## src/rtl/lockdet_pkg.sv

```systemverilog
package lockdet_pkg;

  typedef enum logic [1:0] {
    M_IDLE      = 2'd0,
    M_REF_FIRST = 2'd1,
    M_FB_FIRST  = 2'd2
  } meas_state_t;

endpackage

```

## src/rtl/lockdet_edge.sv

```systemverilog
module lockdet_edge #(
  parameter int STAGES = 2
) (
  input  logic clk,
  input  logic rst_n,
  input  logic pulse_i,
  output logic rise_o
);

  logic [STAGES-1:0] sync_q;
  logic              last_q;
  logic [STAGES-1:0] sync_d;

  // shift chain toward the MSB
  generate
    if (STAGES == 1) begin : g_one
      assign sync_d = pulse_i;
    end else begin : g_many
      assign sync_d = {sync_q[STAGES-2:0], pulse_i};
    end
  endgenerate

  always_ff @(posedge clk or negedge rst_n) begin
    if (!rst_n) begin
      sync_q <= '0;
      last_q <= 1'b0;
    end else begin
      sync_q <= sync_d;
      last_q <= sync_q[STAGES-1];
    end
  end

  assign rise_o = sync_q[STAGES-1] & ~last_q;

endmodule

```

## src/rtl/lockdet_meter.sv

```systemverilog
module lockdet_meter
  import lockdet_pkg::*;
#(
  parameter int ERR_W = 8
) (
  input  logic             clk,
  input  logic             rst_n,
  input  logic             ref_rise_i,
  input  logic             fb_rise_i,
  output logic [ERR_W-1:0] err_o,
  output logic             vld_o
);

  localparam logic [ERR_W-1:0] ERR_MAX = {ERR_W{1'b1}};
  localparam logic [ERR_W-1:0] ERR_ONE = {{(ERR_W-1){1'b0}}, 1'b1};

  meas_state_t      st_q, st_d;
  logic [ERR_W-1:0] cnt_q, cnt_d;
  logic [ERR_W-1:0] err_q, err_d;
  logic             vld_q, vld_d;
  logic             lead_rise, lag_rise;
  logic [ERR_W-1:0] cnt_inc;

  assign cnt_inc   = (cnt_q == ERR_MAX) ? cnt_q : cnt_q + ERR_ONE;
  assign lead_rise = (st_q == M_REF_FIRST) ? ref_rise_i : fb_rise_i;
  assign lag_rise  = (st_q == M_REF_FIRST) ? fb_rise_i  : ref_rise_i;

  always_comb begin
    st_d  = st_q;
    cnt_d = cnt_q;
    err_d = err_q;
    vld_d = 1'b0;
    if (st_q == M_IDLE) begin
      if (ref_rise_i && fb_rise_i) begin
        vld_d = 1'b1;
        err_d = '0;
      end else if (ref_rise_i) begin
        st_d  = M_REF_FIRST;
        cnt_d = ERR_ONE;
      end else if (fb_rise_i) begin
        st_d  = M_FB_FIRST;
        cnt_d = ERR_ONE;
      end
    end else begin
      if (lag_rise) begin
        vld_d = 1'b1;
        err_d = cnt_q;
        if (lead_rise) begin
          cnt_d = ERR_ONE;
        end else begin
          st_d  = M_IDLE;
          cnt_d = '0;
        end
      end else if (lead_rise) begin
        // slipped cycle: leading input fired twice
        vld_d = 1'b1;
        err_d = ERR_MAX;
        cnt_d = ERR_ONE;
      end else begin
        cnt_d = cnt_inc;
      end
    end
  end

  always_ff @(posedge clk or negedge rst_n) begin
    if (!rst_n) begin
      st_q  <= M_IDLE;
      cnt_q <= '0;
      err_q <= '0;
      vld_q <= 1'b0;
    end else begin
      st_q  <= st_d;
      cnt_q <= cnt_d;
      vld_q <= vld_d;
      if (vld_d) begin
        err_q <= err_d;
      end
    end
  end

  assign err_o = err_q;
  assign vld_o = vld_q;

  AST_COINCIDENT_ZERO: assert property (@(posedge clk) disable iff (!rst_n)
    (st_q == M_IDLE && ref_rise_i && fb_rise_i) |=> (vld_q && err_q == '0));

  AST_SLIP_SATURATES: assert property (@(posedge clk) disable iff (!rst_n)
    (st_q == M_REF_FIRST && ref_rise_i && !fb_rise_i) |=> (vld_q && err_q == ERR_MAX));

  AST_ERR_ONLY_WITH_STROBE: assert property (@(posedge clk) disable iff (!rst_n)
    (err_q != $past(err_q)) |-> vld_q);

endmodule

```

## src/rtl/lockdet_judge.sv

```systemverilog
module lockdet_judge #(
  parameter int ERR_W      = 8,
  parameter int LOCK_CYC   = 3,
  parameter int UNLOCK_CYC = 5,
  parameter int GOOD_RUN   = 5
) (
  input  logic             clk,
  input  logic             rst_n,
  input  logic [ERR_W-1:0] err_i,
  input  logic             vld_i,
  output logic             lock_o
);

  localparam int RUN_W = (GOOD_RUN < 2) ? 1 : $clog2(GOOD_RUN);
  localparam logic [RUN_W-1:0] RUN_LAST = RUN_W'(GOOD_RUN - 1);
  localparam logic [ERR_W-1:0] LOCK_LIM = ERR_W'(LOCK_CYC);
  localparam logic [ERR_W-1:0] UNLK_LIM = ERR_W'(UNLOCK_CYC);

  logic             lock_q, lock_d;
  logic [RUN_W-1:0] run_q, run_d;
  logic             upd_en;

  assign upd_en = vld_i;

  always_comb begin
    lock_d = lock_q;
    run_d  = run_q;
    if (lock_q) begin
      if (err_i >= UNLK_LIM) begin
        lock_d = 1'b0;
        run_d  = '0;
      end
    end else if (err_i < LOCK_LIM) begin
      if (run_q == RUN_LAST) begin
        lock_d = 1'b1;
        run_d  = '0;
      end else begin
        run_d = run_q + RUN_W'(1);
      end
    end else begin
      run_d = '0;
    end
  end

  always_ff @(posedge clk or negedge rst_n) begin
    if (!rst_n) begin
      lock_q <= 1'b0;
      run_q  <= '0;
    end else if (upd_en) begin
      lock_q <= lock_d;
      run_q  <= run_d;
    end
  end

  assign lock_o = lock_q;

  AST_LOCK_AFTER_RUN: assert property (@(posedge clk) disable iff (!rst_n)
    $rose(lock_q) |-> ($past(vld_i) && $past(run_q) == RUN_LAST && $past(err_i) < LOCK_LIM));

  AST_BAD_CLEARS_RUN: assert property (@(posedge clk) disable iff (!rst_n)
    (!lock_q && vld_i && err_i >= LOCK_LIM) |=> (run_q == '0 && !lock_q));

  AST_LOCK_HOLDS_IDLE: assert property (@(posedge clk) disable iff (!rst_n)
    (lock_q && !vld_i) |=> lock_q);

  AST_LARGE_ERR_RELEASES: assert property (@(posedge clk) disable iff (!rst_n)
    (lock_q && vld_i && err_i >= UNLK_LIM) |=> !lock_q);

endmodule

```

## src/rtl/pll_lock_detector.sv

```systemverilog
module pll_lock_detector #(
  parameter int ERR_W       = 8,
  parameter int LOCK_CYC    = 3,
  parameter int UNLOCK_CYC  = 5,
  parameter int GOOD_RUN    = 5,
  parameter int SYNC_STAGES = 2
) (
  input  logic             clk_meas,
  input  logic             rst_n,
  input  logic             ref_pulse_i,
  input  logic             fb_pulse_i,
  output logic             lock_o,
  output logic [ERR_W-1:0] err_o,
  output logic             err_vld_o
);

  logic [1:0] rst_sync_q;
  logic       rst_n_int;
  logic       ref_rise, fb_rise;
  logic [ERR_W-1:0] meas_err;
  logic       meas_vld;

  // assert asynchronously, release on the clock
  always_ff @(posedge clk_meas or negedge rst_n) begin
    if (!rst_n) begin
      rst_sync_q <= 2'b00;
    end else begin
      rst_sync_q <= {rst_sync_q[0], 1'b1};
    end
  end
  assign rst_n_int = rst_sync_q[1];

  lockdet_edge #(.STAGES(SYNC_STAGES)) u_ref_edge (
    .clk     (clk_meas),
    .rst_n   (rst_n_int),
    .pulse_i (ref_pulse_i),
    .rise_o  (ref_rise)
  );

  lockdet_edge #(.STAGES(SYNC_STAGES)) u_fb_edge (
    .clk     (clk_meas),
    .rst_n   (rst_n_int),
    .pulse_i (fb_pulse_i),
    .rise_o  (fb_rise)
  );

  lockdet_meter #(.ERR_W(ERR_W)) u_meter (
    .clk        (clk_meas),
    .rst_n      (rst_n_int),
    .ref_rise_i (ref_rise),
    .fb_rise_i  (fb_rise),
    .err_o      (meas_err),
    .vld_o      (meas_vld)
  );

  lockdet_judge #(
    .ERR_W      (ERR_W),
    .LOCK_CYC   (LOCK_CYC),
    .UNLOCK_CYC (UNLOCK_CYC),
    .GOOD_RUN   (GOOD_RUN)
  ) u_judge (
    .clk    (clk_meas),
    .rst_n  (rst_n_int),
    .err_i  (meas_err),
    .vld_i  (meas_vld),
    .lock_o (lock_o)
  );

  assign err_o     = meas_err;
  assign err_vld_o = meas_vld;

  AST_RESET_QUIET: assert property (@(posedge clk_meas)
    (!rst_n_int) |-> (!lock_o && !err_vld_o && err_o == '0));

endmodule

```

## config.mk

```make
export PLATFORM = sky130hd
export DESIGN_NAME = pll_lock_detector
export DESIGN_NICKNAME = d
export VERILOG_FILES = /design/src/rtl/lockdet_pkg.sv /design/src/rtl/lockdet_edge.sv /design/src/rtl/lockdet_meter.sv /design/src/rtl/lockdet_judge.sv /design/src/rtl/pll_lock_detector.sv
export SDC_FILE = /design/constraint.sdc
export NUM_CORES = 1
export LEC_CHECK = 0
export ABC_AREA = 0
export BUFFER_PORTS_ARGS = -buffer_cell sky130_fd_sc_hd__buf_2
export CAP_MARGIN = 40
export CELL_PAD_IN_SITES_DETAIL_PLACEMENT = 0
export CELL_PAD_IN_SITES_GLOBAL_PLACEMENT = 1
export CORE_MARGIN = 2
export CORE_UTILIZATION = 45
export DETAILED_ROUTE_END_ITERATION = 16
export GPL_ROUTABILITY_DRIVEN = 0
export GPL_TIMING_DRIVEN = 0
export MAX_ROUTING_LAYER = met4
export PLACE_DENSITY_LB_ADDON = 0.1
export SYNTH_ARGS = -nofsm -noshare
export SYNTH_HDL_FRONTEND = slang
export SYNTH_HIERARCHICAL = 1
export SYNTH_SLANG_ARGS = --single-unit
```

## constraint.sdc

```tcl
create_clock -name clk_meas -period 2.15 [get_ports clk_meas]
set_input_delay 0.43 -clock clk_meas [delete_from_list [all_inputs] [get_ports clk_meas]]
set_output_delay 0.43 -clock clk_meas [all_outputs]
set_load 0.05 [all_outputs]
```

======== Yosys cells after proc, flatten, opt, wreduce, memory -nomap -nowiden ========
Index checks and enable logic that the tools add are counted.
word-level totals
  memory bits (writable) .................. 0
  memories kept ........................... 0
  register bits ........................... 31
  bits in latches ......................... 0
  input port bits ......................... 4
  output and inout bits ................... 10
  logic and storage cells ................. 68
  ROM bits ................................ 0
cells by class
  $mul .................................... 0
  shifts and indexed selects .............. 0
  eq/ne operators ......................... 9
  $add $sub $neg .......................... 2
  bitwise gates (word level) .............. 4
  reductions and logical operators ........ 8
  multiplexer cells ....................... 32
  magnitude comparators ................... 2
  divide/modulo/power cells ............... 0
operators with widths
  cell                 count
  $mux 8               11
  $mux 2               6
  $mux 3               4
  $mux 1               11
  $add 8x1->8 const B  1
  $eq 8x8->1 const B   1
  $ge 8x3->1 const B   1
  $lt 8x2->1 const B   1
  $ne 2x2->1 const B   4
  $reduce_and 3->1     2
  $ne 4x2->1 const B   1
  $reduce_and 4->1     1
  $add 3x1->3 const B  1
  $eq 3x3->1 const B   1
  $ne 3x1->1 const B   1
  $reduce_bool 3->1    1
  $and 1x1->1          2
  $eq 2x1->1 const B   1
  $logic_not 2->1      1
  $not 1->1            2
  $reduce_and 2->1     1
  $reduce_bool 2->1    1
  $logic_and 1x1->1    1

======== Longest topological paths before layout ========
Gate-level depths: netlist of run 1.
  word-level depth ........................ 7
  mapped depth ............................ 7
  mapped depth without buffers ............ 6

======== Cells and area by module ========
The synthesis of run 1 kept the hierarchy.
modules (own cells, without submodules)
  module             times used  area each (um^2)  cells each  seq. area each (um^2)
  lockdet_meter      1           1117.3            122         475.5
  lockdet_judge      1           287.8             30          100.1
  lockdet_edge       2           88.8              4           75.1
  pll_lock_detector  1           53.8              3           50.0

======== Worst setup path after synthesis of run 1 ========
Ideal clock, no wire load.
  kind .................................... register to register
  start ................................... register u_meter.err_q[3] (netlist: u_meter/err_o[3])
  end ..................................... register u_judge.run_q[0]
  arrival time ............................ 1.405 ns
  slack ................................... 0.620 ns
  buffers on the path ..................... 0
  cell stages (with the launch flop) ...... 5
  period minus slack after synthesis ...... 1.530 ns
  cells stage by stage .................... dfrtp_1 nand2b_1 o21ai_2 o21ai_0 mux2_2
on the way
  cells in the longest elaborated chain, start to end .. 3
ends and longest elaborated chain
  element                                                             line                                      source
  from (decl)                                                         lockdet_meter.sv:19                       logic [ERR_W-1:0] err_q, err_d;
  from (signal assigned)                                              lockdet_meter.sv:76                       err_q <= err_d;
  $ge 8x3->1 / $lt 8x2->1 (equally long branches)                     lockdet_judge.sv:29, lockdet_judge.sv:33
  $ne 2x2->1 (no source line) / $mux 3 (equally long branches)        n/a
  $reduce_and 2->1 (no source line) / $mux 3 (equally long branches)  n/a
  to (signal assigned)                                                lockdet_judge.sv:51                       run_q <= run_d;
  to (decl)                                                           lockdet_judge.sv:20                       logic [RUN_W-1:0] run_q, run_d;
Parallel ways exist; a longest one is shown, timed or not.
A chain may end at the register's enable or synchronous reset.

======== Worst setup path after layout of run 1 ========
  start ................................... register u_meter.cnt_q[1]
  end ..................................... register u_meter.cnt_q[6]
on the way
  cells in the longest elaborated chain, start to end .. 5
ends and longest elaborated chain
  element                 line                 source
  from (decl)             lockdet_meter.sv:18  logic [ERR_W-1:0] cnt_q, cnt_d;
  from (signal assigned)  lockdet_meter.sv:73  cnt_q <= cnt_d;
  $add 8x1->8             lockdet_meter.sv:24  assign cnt_inc = (cnt_q == ERR_MAX) ? cnt_q : cnt_q + ERR_ONE;
  $mux 8                  lockdet_meter.sv:24
  $mux 8                  lockdet_meter.sv:54  end else if (lead_rise) begin
  $mux 8                  lockdet_meter.sv:45  if (lag_rise) begin
  $mux 8                  lockdet_meter.sv:33  if (st_q == M_IDLE) begin
Parallel ways exist; a longest one is shown, timed or not. The select of a mux whose other input is x is not followed.

==> results.md, run 1 <==
* 1st-pass router iterations at 4
* ANT cells at 0
* # IOs at 14
* Clock Sinks at 31
* Synth top area cells: dfrtp_1 47%, o22ai_1 3.4%, a21oi_1 3.4%
* Period utilization at about three quarters
* Slew Limit Fails at 0
* Post-synth top cells: 31 x dfrtp_1, 11 x a21oi_1, 10 x nand2_1
* Vias at around 1300
* Cell Chain, Critical Path: ha_1 -> nand3_1 -> nor3_2 -> or2_1 -> a211o_1
* Int Pwr at roughly 1.2 mW
* Largest stage delay on the critical path at between 0.4 and 0.5 ns
* Reg power frac at slightly below 40%
* Final setup skew at about 0.012 ns
* Tmin final at between 1.5 and 2 ns
* Htree depth at 2
* Leakage at between 0.8 and 0.9 nW
* Yosys top cell by area: dfrtp_1
* Flop2flop setup slack at between 0.5 and 0.6 ns
* Max Buffers Root-to-Sink at 2
* Outcome: completed
* Number of flops mapped to enable cells by yosys at 0
* Crit path kind: register to register
* Critical Path End Type: register
* Pin count of the biggest net entering global routing at 19
* Register bit count reported by yosys at 31
* Final Hold Vio Count at 0
* MaxCap Viol Count at 0
* Synthesized net count at 170
* Yosys warnings at 6
* Clock share of power at between 15 and 20%
* Vias in the first global route at 1298
* Final nets at 192
* RSZ-0062 raised after global routing: false
* # Post-CTS Setup Buffers at 0
* Hold Path Class: register to asynchronous set/reset pin
* Final cell utilization of the core at between 50% and 60%
* Detail Route Antenna Nets at 0
* R2r worst-path depth at 5
* Reg-to-reg startpoint: u_meter/cnt_q[1]
* All-Layer GR Usage at about a fifth
* Worst-Margin Slew at about 0.54 ns
* CTS tree: yes
* FP Rows at 21
* Critical Path Source Type: register
* Initial Utilization at approximately 48%
* Clk pin slew, worst setup/hold paths at roughly 0.10 ns
* Die area at between 4000 and 5000 µm²
* Switch share at 44.7%
* Worst reg2reg endpoint: u_meter/cnt_q[6]
* Fillers at 333
* Cell Pwr Density at between 1000 and 1500 nW/µm²
* Die width at approximately 64 µm
* Arr. time, crit path at about 1.9 ns
* Residual DRC at 0
* Most common flop cell mapped by yosys: dfrtp_1
* Worst VDD drop at 0.462 mV
* Die Y at roughly 64 µm
* Drt total wl at 3520 µm
* Final setup vio count at 0
* Yosys top cell area share at roughly 47%
* Max_slew headroom at 64.1%
* Synth Area per Inst at about 10 µm²
* Combinational power share at a little over two fifths
* Crit-path max FO at 6
* Share of cells above drive strength 1 at approximately 22%
* P_sw at around 1000 µW
* Area delta synth->final at 14.0%
* Core area at 3420 µm²
* Most common cell in the netlist: dfrtp_1
* Post-cts resize count at 0
* Asr flop ratio synth at between 90% and 100%
* Setup TNS at 0 ns
* Critical path's slowest cell: dfrtp_1
* Register area share after synthesis at about 47%
* Worst EP required at ~2.4 ns
* Initial DRC Count at roughly 110
* Global-route wire length before repair at 6140 µm
* PortBufs at 13
* Hpwl dp at 2560 µm
* Post-Syn Area at approximately 1600 µm²
* Worst skew pair latency at ~0.33 ns
* DR WL/cell at 15.2 µm
* CTS Buf Count at 5
* Max Clock Freq at between 600 and 700 MHz
* Yosys cell types at 48
* Gr ovfl total at 0
* Vias per cell at roughly 5.8
* CTS root buf: clkbuf_4
* Post-synthesis cell count at approximately 160
* Initial antenna violation count at 0
power by group through the flow:
stage          sequential [mW]  clock [mW]  combinational (mW)
5_1_grt                  0.895       0.428                1.03
6_report                 0.869       0.391               0.950
3_3_place_gp             0.881           0               0.915
3_5_place_dp             0.885           0               0.945
4_1_cts                  0.871       0.404               0.951
2_1_floorplan             1.13           0               0.464
cells by family after synthesis:
logic type,after synthesis,synth area share (%)
buf+inv,17,5.66
compound gates,55,22.9
simple gates,53,19.7
mux,1,0.688
xor+xnor,1,0.535
fa+ha+maj,4,2.91
other cells,1,0.229
flops,31,47.4
registers in the layout (all words and copies together) (netlist names):
signal             flops
u_meter/cnt_q          8
u_judge/lock_o         1
rst_sync_q             2
u_fb_edge/sync_q       2
u_ref_edge/last_q      1
u_meter/err_o          8
u_meter/vld_o          1
u_ref_edge/sync_q      2
u_meter/st_q           2
u_fb_edge/last_q       1
u_judge/run_q          3
routing by layer:
layer	wire, µm	global-route usage, %
met1	1690	25.5
met4	35	6.65
met5	0	-
met3	179	5.99
met2	1620	30.7
metrics by stage:
stage	cells	setup WS (ns)	hold slack, ns	instance area (µm²)	power, mW
after floorplan	163	0.620	0.134	1640	1.60
after global placement	222	0.536	0.215	1760	1.80
after detailed placement	223	0.525	0.216	1790	1.83
after CTS	232	0.510	0.188	1870	2.23
after global routing	232	0.376	0.185	1870	2.35
final	232	0.513	0.205	1870	2.21
critical path, delay by kind of cell, from the launching register on:
family,cells,cell delay (ns)
flip-flops,1,0.46
adder cells (fa/ha/maj),1,0.27
AO/OA/AOI/OAI,1,0.29
AND/OR/NAND/NOR,3,0.51
repair_timing:
| item | CTS | global route |
|---|---|---|
| setup endpoints to repair | 0 | 0 |
| endpoints found under the hold margin | 2 | 0 |
| hold buffers | 1 | 0 |
layout make-up:
class                   instances  area, µm²  area share, %
multi-input cells             115        768           41.2
repair buffers                 15        103           5.50
plain buffers                   9       62.6           3.35
inverters                       8       30.0           1.61
clock buffers                   8       68.8           3.69
flip-flops and latches         31        776           41.6
well taps                      46       57.6           3.09
worst max path at each step:
stage	start	to	depth (start not counted)
2_1_floorplan	u_meter/err_o[3]	u_judge/run_q[0]	4
3_3_place_gp	u_meter/cnt_q[1]	u_meter/cnt_q[6]	5
3_5_place_dp	u_meter/cnt_q[1]	u_meter/cnt_q[6]	5
4_1_cts	u_meter/cnt_q[1]	u_meter/cnt_q[6]	5
5_1_grt	u_meter/cnt_q[1]	u_meter/cnt_q[0]	5
6_report	u_meter/cnt_q[1]	u_meter/cnt_q[6]	5
cells in the final DEF (no fill, tap or decap), types with 4 or more instances in the layout:
master    instances
dfrtp_1          31
buf_2            15
a21oi_1          11
nand2_1          10
o22ai_1           9
nor2_1            8
a31oi_1           8
inv_1             7
o21ai_0           7
nand3_1           6
nand3b_1          6
clkbuf_4          5
clkbuf_1          4
No activity file was read; power rests on OpenSTA's default activity.
==> inputs of run 2 (changes only) <==
- clock period: 2.15 -> 1.55 ns (I/O delays scaled with it)
==> run 2 against run 1 <==
Effect of this change:
- cell count up 1.3%
- via count decreased by 1.1%
- clock power grew 38%
- sequential share of layout area shrank 2.3 points
- first-iteration DRC count is 13% higher
- die area is the same
- worst hold slack got worse by 0.12 ns
- fmax grew 6.1%
- flip-flop and latch count unchanged
==> results.md, run 2 (synthesis results as in run 1) <==
* Flop2flop setup slack at 0.007 ns (-0.51 ns)
* Detail Route Antenna Nets at 0 (unchanged)
* Initial Utilization at 47.9% (unchanged)
* Slew Limit Fails at 0 (unchanged)
* ANT cells at 0 (unchanged)
* Worst VDD drop at 0.697 mV (+51%)
* Cell Pwr Density at 1600 nW/µm² (+35%)
* Critical path's slowest cell: dfrtp_1
* Share of cells above drive strength 1 at 31.7% (+10 points)
* Drt total wl at 3610 µm (+2.3%)
* Max_slew headroom at 64.1% (about the same)
* Critical Path End Type: register
* CTS tree: yes
* Worst Hold Launch: ref_pulse_i
* Post-route setup slack at 0.00749 ns (-0.506 ns)
* Post-Place Worst Slack at -0.0747 ns (-0.600 ns)
* Hpwl dp at 2560 µm (unchanged)
* Outcome: completed
* Worst EP required at 1.77 ns (-0.60 ns)
* CTS Buf Count at 5 (unchanged)
* Crit-path max FO at 8 (+2)
* Worst-Margin Slew at 0.538 ns (-0.0000731 ns)
* Largest stage delay on the critical path at 0.46 ns (about the same)
* Crit path kind: register to register
* Arr. time, crit path at 1.76 ns (-0.10 ns)
* Hold EP: u_ref_edge/sync_q[0]
* FP Rows at 21 (unchanged)
* Critical Path Source Type: register
* Vias in the first global route at 1318 (+1.5%)
* Die area at 4140 µm² (unchanged)
* Tmin final at 1.54 ns (-0.0941 ns)
* Max Buffers Root-to-Sink at 2 (unchanged)
* Final cell utilization of the core at 57.9% (+3.3 points)
* Crit-path leading delay family: simple AND/OR/NAND/NOR gates
* # IOs at 14 (unchanged)
* CP bufs+invs at 1 (+1)
* Residual DRC at 0 (unchanged)
* Cell Chain, Critical Path: or2_4 -> and2_1 -> buf_6 -> and3_1 -> a211o_1
* DR WL/cell at 15.3 µm (+0.99%)
* Final nets at 195 (+1.6%)
* Vias at 1322 (-1.1%)
* Die Y at 64.3 µm (unchanged)
* Period utilization at 99.5% (+23 points)
* Worst skew pair latency at 0.33 ns (about the same)
* CTS root buf: clkbuf_4
* Most common cell after layout, fill and taps aside: dfrtp_1
* Reg-to-reg startpoint: u_meter/st_q[1]
* Min-Delay Path Depth at 1
* All-Layer GR Usage at 20.4% (+0.36 points)
* Max Clock Freq at 648 MHz (+6.1%)
* Clock Sinks at 31 (unchanged)
* Most frequent cells in the layout: 30 x dfrtp_1, 15 x buf_2, 11 x a21oi_1
* Gr ovfl total at 0 (unchanged)
* Core area at 3420 µm² (unchanged)
* Global-route wire length before repair at 6260 µm (+1.9%)
* Leakage at 0.870 nW (+5.3%)
* R2r worst-path depth at 5 (unchanged)
* Initial DRC Count at 121 (+13%)
* Htree depth at 2 (unchanged)
* Final setup skew at 0.0130 ns (+0.00135 ns)
* Hold Path Class: input pin to register
* Overall power at 3.16 mW (+43%)
* Die width at 64.3 µm (unchanged)
* PortBufs at 13 (unchanged)
* Clk pin slew, worst setup/hold paths at 0.10 ns (about the same)
* Fillers at 316 (-5.1%)
* Pin count of the biggest net entering global routing at 19 (unchanged)
* RSZ-0062 raised after global routing: true
* Initial antenna violation count at 0 (unchanged)
* 1st-pass router iterations at 4 (unchanged)
* Worst reg2reg endpoint: u_meter/cnt_q[6]
* MaxCap Viol Count at 0 (unchanged)
* Area delta synth->final at 20.8%
* Vias per cell at 5.63 (-2.4%)
* Final setup vio count at 0 (unchanged)
* Final Hold Vio Count at 0 (unchanged)
[run 2: through the flow]
step,area (µm²),hold slack (ns),TNS (ns),instances
detailed placement,1790,0.0957,-0.249,223
finish,1980,0.0891,0,235
CTS,1920,0.0683,-0.00432,235
global placement,1760,0.0953,-0.118,222
floorplan,1640,0.0144,0,163
global route,1980,0.0630,-0.228,235
[run 2: repair_timing]
action / in CTS / in global routing
endpoints found under the hold margin: 2 / 0
hold buffers: 1 / 0
resized for setup: 10 / 13
pin swaps: 1 / 5
endpoints found under the setup margin: 7 / 15
buffers inserted: 3 / 0
[run 2: area by class of cell]
cell class | instances | area [µm²] | area share, %
multi-input cells | 115 | 850 | 43.0
plain buffers | 9 | 68.8 | 3.48
repair buffers | 18 | 125 | 6.33
well taps | 46 | 57.6 | 2.91
clock buffers | 8 | 68.8 | 3.48
inverters | 8 | 30.0 | 1.52
flip-flops and latches | 31 | 777 | 39.3
[run 2: per-layer routing]
layer	GRT usage, %	share of wire, %
met5	-	0
met4	6.65	0.50
met3	5.99	5.7
met2	32.0	48
met1	25.5	45
[run 2: report_power, final]
part           internal, mW  switching [mW]  total, mW  leakage, nW
clock network         0.267           0.273      0.540       0.0386
logic                 0.483           0.920       1.40        0.446
registers             0.996           0.222       1.22        0.386
[run 2: worst max path at each step]
stage,startpoint,to,slack [ns],cells after the start
after floorplan,u_meter/err_o[3],u_judge/run_q[0],0.02,4
after global placement,u_meter/cnt_q[1],u_meter/cnt_q[6],-0.06,5
after detailed placement,u_meter/cnt_q[1],u_meter/cnt_q[6],-0.07,5
after CTS,u_fb_edge/last_q,u_meter/cnt_q[6],-0.004,7
after global routing,u_meter/st_q[1],u_meter/cnt_q[6],-0.06,5
final,u_meter/st_q[1],u_meter/cnt_q[6],0.007,5
